### config.mk
export PLATFORM = sky130hd
export DESIGN_NAME = burst_addr_seq
export DESIGN_NICKNAME = d
export VERILOG_FILES = /design/src/rtl/burst_seq_pkg.sv /design/src/rtl/bseq_start_reg.sv /design/src/rtl/bseq_beat_ctr.sv /design/src/rtl/bseq_order_map.sv /design/src/rtl/burst_addr_seq.sv
export SDC_FILE = /design/constraint.sdc
export NUM_CORES = 1
export LEC_CHECK = 0
export ABC_AREA = 1
export CELL_PAD_IN_SITES_DETAIL_PLACEMENT = 1
export CELL_PAD_IN_SITES_GLOBAL_PLACEMENT = 1
export CORE_MARGIN = 1
export CORE_UTILIZATION = 25
export CTS_CLUSTER_DIAMETER = 200
export CTS_CLUSTER_SIZE = 8
export DETAILED_ROUTE_END_ITERATION = 16
export GPL_TIMING_DRIVEN = 1
export MAX_ROUTING_LAYER = met4
export PLACE_DENSITY = 0.79
export REMOVE_ABC_BUFFERS = 1
export SETUP_SLACK_MARGIN = 0.02
export SLEW_MARGIN = 25
export SYNTH_ARGS = -nofsm -noshare
export SYNTH_HDL_FRONTEND = slang
export SYNTH_SLANG_ARGS = --single-unit
### constraint.sdc
create_clock -name clk_i -period 1.4 [get_ports clk_i]
set_input_delay 0.28 -clock clk_i [delete_from_list [all_inputs] [get_ports clk_i]]
set_output_delay 0.28 -clock clk_i [all_outputs]
set_load 0.02 [all_outputs]
### src/rtl/burst_seq_pkg.sv
package burst_seq_pkg;
  typedef enum logic {
    ORDER_LINEAR     = 1'b0,
    ORDER_INTERLEAVE = 1'b1
  } burst_order_e;
endpackage

### src/rtl/bseq_start_reg.sv
module bseq_start_reg #(
  parameter int ADDR_W = 16
) (
  input  logic              clk_i,
  input  logic              rst_ni,
  input  logic              load_i,
  input  logic [ADDR_W-1:0] addr_i,
  output logic [ADDR_W-1:0] start_o
);
  logic [ADDR_W-1:0] start_q;

  always_ff @(posedge clk_i or negedge rst_ni) begin
    if (!rst_ni)     start_q <= '0;
    else if (load_i) start_q <= addr_i;
  end

  assign start_o = start_q;

  AST_START_HELD: assert property (@(posedge clk_i) disable iff (!rst_ni)
    !load_i |=> $stable(start_o));
endmodule

### src/rtl/bseq_beat_ctr.sv
module bseq_beat_ctr #(
  parameter int BEAT_W = 2
) (
  input  logic              clk_i,
  input  logic              rst_ni,
  input  logic              load_i,
  input  logic              adv_ni,
  output logic [BEAT_W-1:0] cnt_o
);
  logic [BEAT_W-1:0] cnt_q;

  // load wins over advance
  always_ff @(posedge clk_i or negedge rst_ni) begin
    if (!rst_ni)      cnt_q <= '0;
    else if (load_i)  cnt_q <= '0;
    else if (!adv_ni) cnt_q <= cnt_q + BEAT_W'(1);
  end

  assign cnt_o = cnt_q;

  AST_CLEAR_ON_LOAD: assert property (@(posedge clk_i) disable iff (!rst_ni)
    load_i |=> (cnt_o == '0));
  AST_STEP_ONE: assert property (@(posedge clk_i) disable iff (!rst_ni)
    (!load_i && !adv_ni) |=> (cnt_o == BEAT_W'($past(cnt_o) + BEAT_W'(1))));
  AST_CNT_HOLD: assert property (@(posedge clk_i) disable iff (!rst_ni)
    (!load_i && adv_ni) |=> $stable(cnt_o));
endmodule

### src/rtl/bseq_order_map.sv
module bseq_order_map
  import burst_seq_pkg::*;
#(
  parameter int BEAT_W = 2
) (
  input  logic [BEAT_W-1:0] start_i,
  input  logic [BEAT_W-1:0] cnt_i,
  input  burst_order_e      order_i,
  output logic [BEAT_W-1:0] low_o
);
  logic [BEAT_W-1:0] ilv;
  logic [BEAT_W-1:0] lin;

  for (genvar b = 0; b < BEAT_W; b++) begin : g_ilv
    assign ilv[b] = start_i[b] ^ cnt_i[b];
  end

  // wraps inside the block, no carry out
  assign lin   = start_i + cnt_i;
  assign low_o = (order_i == ORDER_INTERLEAVE) ? ilv : lin;

  always_comb begin
    if (cnt_i == '0) begin
      AST_BEAT0_IS_START: assert (low_o == start_i);
    end
  end
endmodule

### src/rtl/burst_addr_seq.sv
module burst_addr_seq
  import burst_seq_pkg::*;
#(
  parameter int ADDR_W = 16,
  parameter int BEAT_W = 2
) (
  input  logic              clk_i,
  input  logic              rst_ni,
  input  logic              load_i,
  input  logic              adv_ni,
  input  logic              mode_i,
  input  logic [ADDR_W-1:0] addr_i,
  output logic [ADDR_W-1:0] addr_o
);
  localparam int UPPER_W = ADDR_W - BEAT_W;

  logic [ADDR_W-1:0] start_q;
  logic [BEAT_W-1:0] cnt;
  logic [BEAT_W-1:0] low;
  burst_order_e      order;

  assign order = burst_order_e'(mode_i);

  bseq_start_reg #(.ADDR_W(ADDR_W)) i_start (
    .clk_i   (clk_i),
    .rst_ni  (rst_ni),
    .load_i  (load_i),
    .addr_i  (addr_i),
    .start_o (start_q)
  );

  bseq_beat_ctr #(.BEAT_W(BEAT_W)) i_ctr (
    .clk_i  (clk_i),
    .rst_ni (rst_ni),
    .load_i (load_i),
    .adv_ni (adv_ni),
    .cnt_o  (cnt)
  );

  bseq_order_map #(.BEAT_W(BEAT_W)) i_map (
    .start_i (start_q[BEAT_W-1:0]),
    .cnt_i   (cnt),
    .order_i (order),
    .low_o   (low)
  );

  assign addr_o = {start_q[ADDR_W-1:BEAT_W], low};

  AST_FIRST_BEAT: assert property (@(posedge clk_i) disable iff (!rst_ni)
    load_i |=> (addr_o == $past(addr_i)));
  AST_UPPER_LOADED: assert property (@(posedge clk_i) disable iff (!rst_ni)
    load_i |=> (addr_o[ADDR_W-1:BEAT_W] == $past(addr_i[ADDR_W-1:BEAT_W])));
  AST_UPPER_FIXED: assert property (@(posedge clk_i) disable iff (!rst_ni)
    !load_i |=> $stable(addr_o[ADDR_W-1:BEAT_W]));
  AST_ADDR_HOLD: assert property (@(posedge clk_i) disable iff (!rst_ni)
    (!load_i && adv_ni) |=> ((mode_i != $past(mode_i)) || $stable(addr_o)));

  initial begin
    AST_WIDTH_OK: assert (UPPER_W > 0);
  end
endmodule

==> metrics <==
Switching Power=0.3319 mW; vias in the first global route=731; switching part of the total power=27.63%; post-cts sizing count=26; root buffer cell=sky130_fd_sc_hd__clkbuf_4; slew at the pin with the worst max-slew slack=0.2362 ns; setup repair after global routing missed its margin=true; class of the tightest hold or removal check=primary input to async pin; distinct cell type count after synthesis=15; share of power burned in combinational logic=25.0%; clock transition at the registers of the reported paths=0.10 ns; Slew HR=84.26%; number of vias per cell after detailed routing=4.102; area of the mapped netlist=789.5 um^2; Core Footprint=0.003028 mm^2; Detailed Routing Iterations Pass 1=2; fin cells=176; leading cell type in the layout, fill and taps excluded=sky130_fd_sc_hd__nand2_1; final total negative setup slack=-0.1245 ns; global placement routability congestion=0.7409; cell-by-cell listing of the critical path=ha_4, inv_2, nor2_1, nand3_1, nand2_1, inv_1, buf_6; required time at the endpoint of the critical path=1.12 ns; row cnt=20; worst setup path class=flip-flop to output pin; CTS tree=yes; antenna violations before repair=0; number of antenna repair diodes=0; Overall Global Routing Usage=12.17%; maximum number of pins on one net before global-route repair=19; crit start category=flip-flop; slowest cell delay on critical path=0.41 ns; Pins Over Slew Limit=0; count of routing violations after the opening detailed-route iteration=9; Pwr per Cell Area=970.6 mW/mm^2; GR Overflow Total=0; total length of routed wires=1.851 mm; Clk network pwr share=25.6%; area of the die=0.003387 mm^2; HPWL Detailed=1.405 mm; sequential share of the synthesized area=57.05%; Worst Hold Margin=0.3217 ns; clock latency on the worst-skew pair=0.28 ns; post-route cell area=0.001237 mm^2; post-CTS setup buffer count=0; count of hold-fix buffers inserted at cts=0; post-synthesis instance total=92; post-synthesis area per instance=8.582 um^2; Die Wd=58.20 um; antenna violation net count after detailed routing=0; number of top-level pins=37; critical path fanouts, max=2; reported max-cap violation count=0; clk sinks=18; clock period minus final worst setup slack=1.525 ns; first-pass GRT wire length=3.056 mm; largest voltage drop on the vdd net=0.4154 mV; net total in the final layout=155; initial standard-cell utilization of the core=26.07%; status=finished with violations; Top Family by Delay on Critical Path=flip-flops; fraction of layout instances using a drive strength above 1=12.12%; number of endpoints with negative hold slack in the final report=0; Fillers=368; cell type of the slowest stage on the worst timing path=sky130_fd_sc_hd__dfrtp_1; number of failing setup endpoints in the final timing report=1; total of flip-flops plus latches after synthesis=18; portion of total power attributed to sequential cells=49.4%; Remaining DRCs=0; Final Worst Setup Slack=-0.1245 ns; Pleak=0.6415 nW; worst endpoint data arrival time=1.24 ns; Internal=0.8692 mW; maximum buffer depth of the clock tree=2; Buffers on Ports=36; Num CTS Buffers=3; part of the cycle the worst path needs=108.9%; Vias=722; post-DR wirelength/cell=10.52 um; most frequent cells in the layout=50 x sky130_fd_sc_hd__nand2_1, 20 x sky130_fd_sc_hd__clkdlybuf4s50_1, 18 x sky130_fd_sc_hd__dfrtp_1; violations in the final reports=negative setup slack; register cell area after layout=450.4 um^2; Ys Warns=0; Placed Area=0.001204 mm^2; Cells after DPL=172; worst clock skew=0.00001155 ns; Total Power=1.201 mW; area growth from synthesis to final layout=56.74%; number of H-tree levels=1; Die Y=58.20 um; area of the multi-input gates=274.0 um^2; Crit path buffers/inverters=3; top achievable clock speed=0.6559 GHz; category of the worst setup path capture point=output pin
==> routing by layer <==
metal	part of all wire, %	track usage, %	wire length, um
met5	0	-	0
met4	0	4.082	0
met3	5.3	2.009	99
met2	50	20.20	929
met1	44	15.05	823
==> cells in the mapped netlist <==
cell type | count | area share (%)
sky130_fd_sc_hd__inv_8 | 1 | 1.4
sky130_fd_sc_hd__nor2_1 | 2 | 0.95
sky130_fd_sc_hd__ha_1 | 1 | 1.6
sky130_fd_sc_hd__clkbuf_8 | 1 | 1.7
sky130_fd_sc_hd__buf_6 | 1 | 1.4
sky130_fd_sc_hd__dfrtp_1 | 18 | 57
sky130_fd_sc_hd__inv_1 | 6 | 2.9
sky130_fd_sc_hd__a21oi_1 | 2 | 1.3
sky130_fd_sc_hd__buf_8 | 1 | 1.9
sky130_fd_sc_hd__o21ai_0 | 1 | 0.63
sky130_fd_sc_hd__nand3_1 | 3 | 1.9
sky130_fd_sc_hd__nand2_2 | 3 | 2.4
sky130_fd_sc_hd__nand2_1 | 50 | 24
sky130_fd_sc_hd__o21ai_1 | 1 | 0.63
sky130_fd_sc_hd__clkbuf_1 | 1 | 0.47
==> worst paths after layout <==
check,startpoint,end,slack (ns),depth (start not counted)
setup / recovery,i_ctr.cnt_o[0],addr_o[1],-0.12,7
hold / removal,rst_ni,i_start.start_o[1],0.32,2
setup reg to reg,i_ctr.cnt_o[0],i_ctr.cnt_o[0],0.53,3
hold reg to reg,i_start.start_o[15],i_start.start_o[15],0.48,2
max in group asynchronous,rst_ni,i_start.start_o[3],0.88,2
min in group clk_i,i_start.start_o[15],i_start.start_o[15],0.48,2
==> cell families (layout without fill, tap and decap cells) <==
| logic type | Yosys count | in the layout | synth area share (%) |
|---|---|---|---|
| buffers and inverters | 11 | 51 | 9.824 |
| flip-flops | 18 | 18 | 57.05 |
| AO/OA/AOI/OAI | 4 | 4 | 2.534 |
| AND/OR/NAND/NOR | 58 | 58 | 29.00 |
| adder cells (fa/ha/maj) | 1 | 1 | 1.585 |
==> layout make-up <==
class | count | share of cell area, %
Timing Repair Buffer | 40 | 31.34
Multi-Input combinational cell | 63 | 22.14
Clock buffer | 4 | 2.932
Inverter | 7 | 2.730
Tap cell | 44 | 4.449
Sequential cell | 18 | 36.40
==> power by group through the flow <==
stage                     registers [mW]  clock network (mW)  logic, mW
after floorplan                    0.646                   0     0.0801
after global routing               0.599               0.346      0.329
after CTS                          0.592               0.331      0.299
after global placement             0.601                   0      0.315
final                              0.593               0.308      0.300
after detailed placement           0.603                   0      0.322
==> through the flow <==
stage	util, %	worst slack (ns)
floorplan	-	0.2095
CTS	40.41	-0.1583
global placement	39.75	-0.4170
finish	40.87	-0.1245
detailed placement	39.75	-0.4518
global route	40.87	-0.2333
==> flip-flops by register name (all words and copies together), names as in the netlist <==
signal and flops:
i_start.start_o 16, i_ctr.cnt_o 2
(Power assumes the default switching activity.)
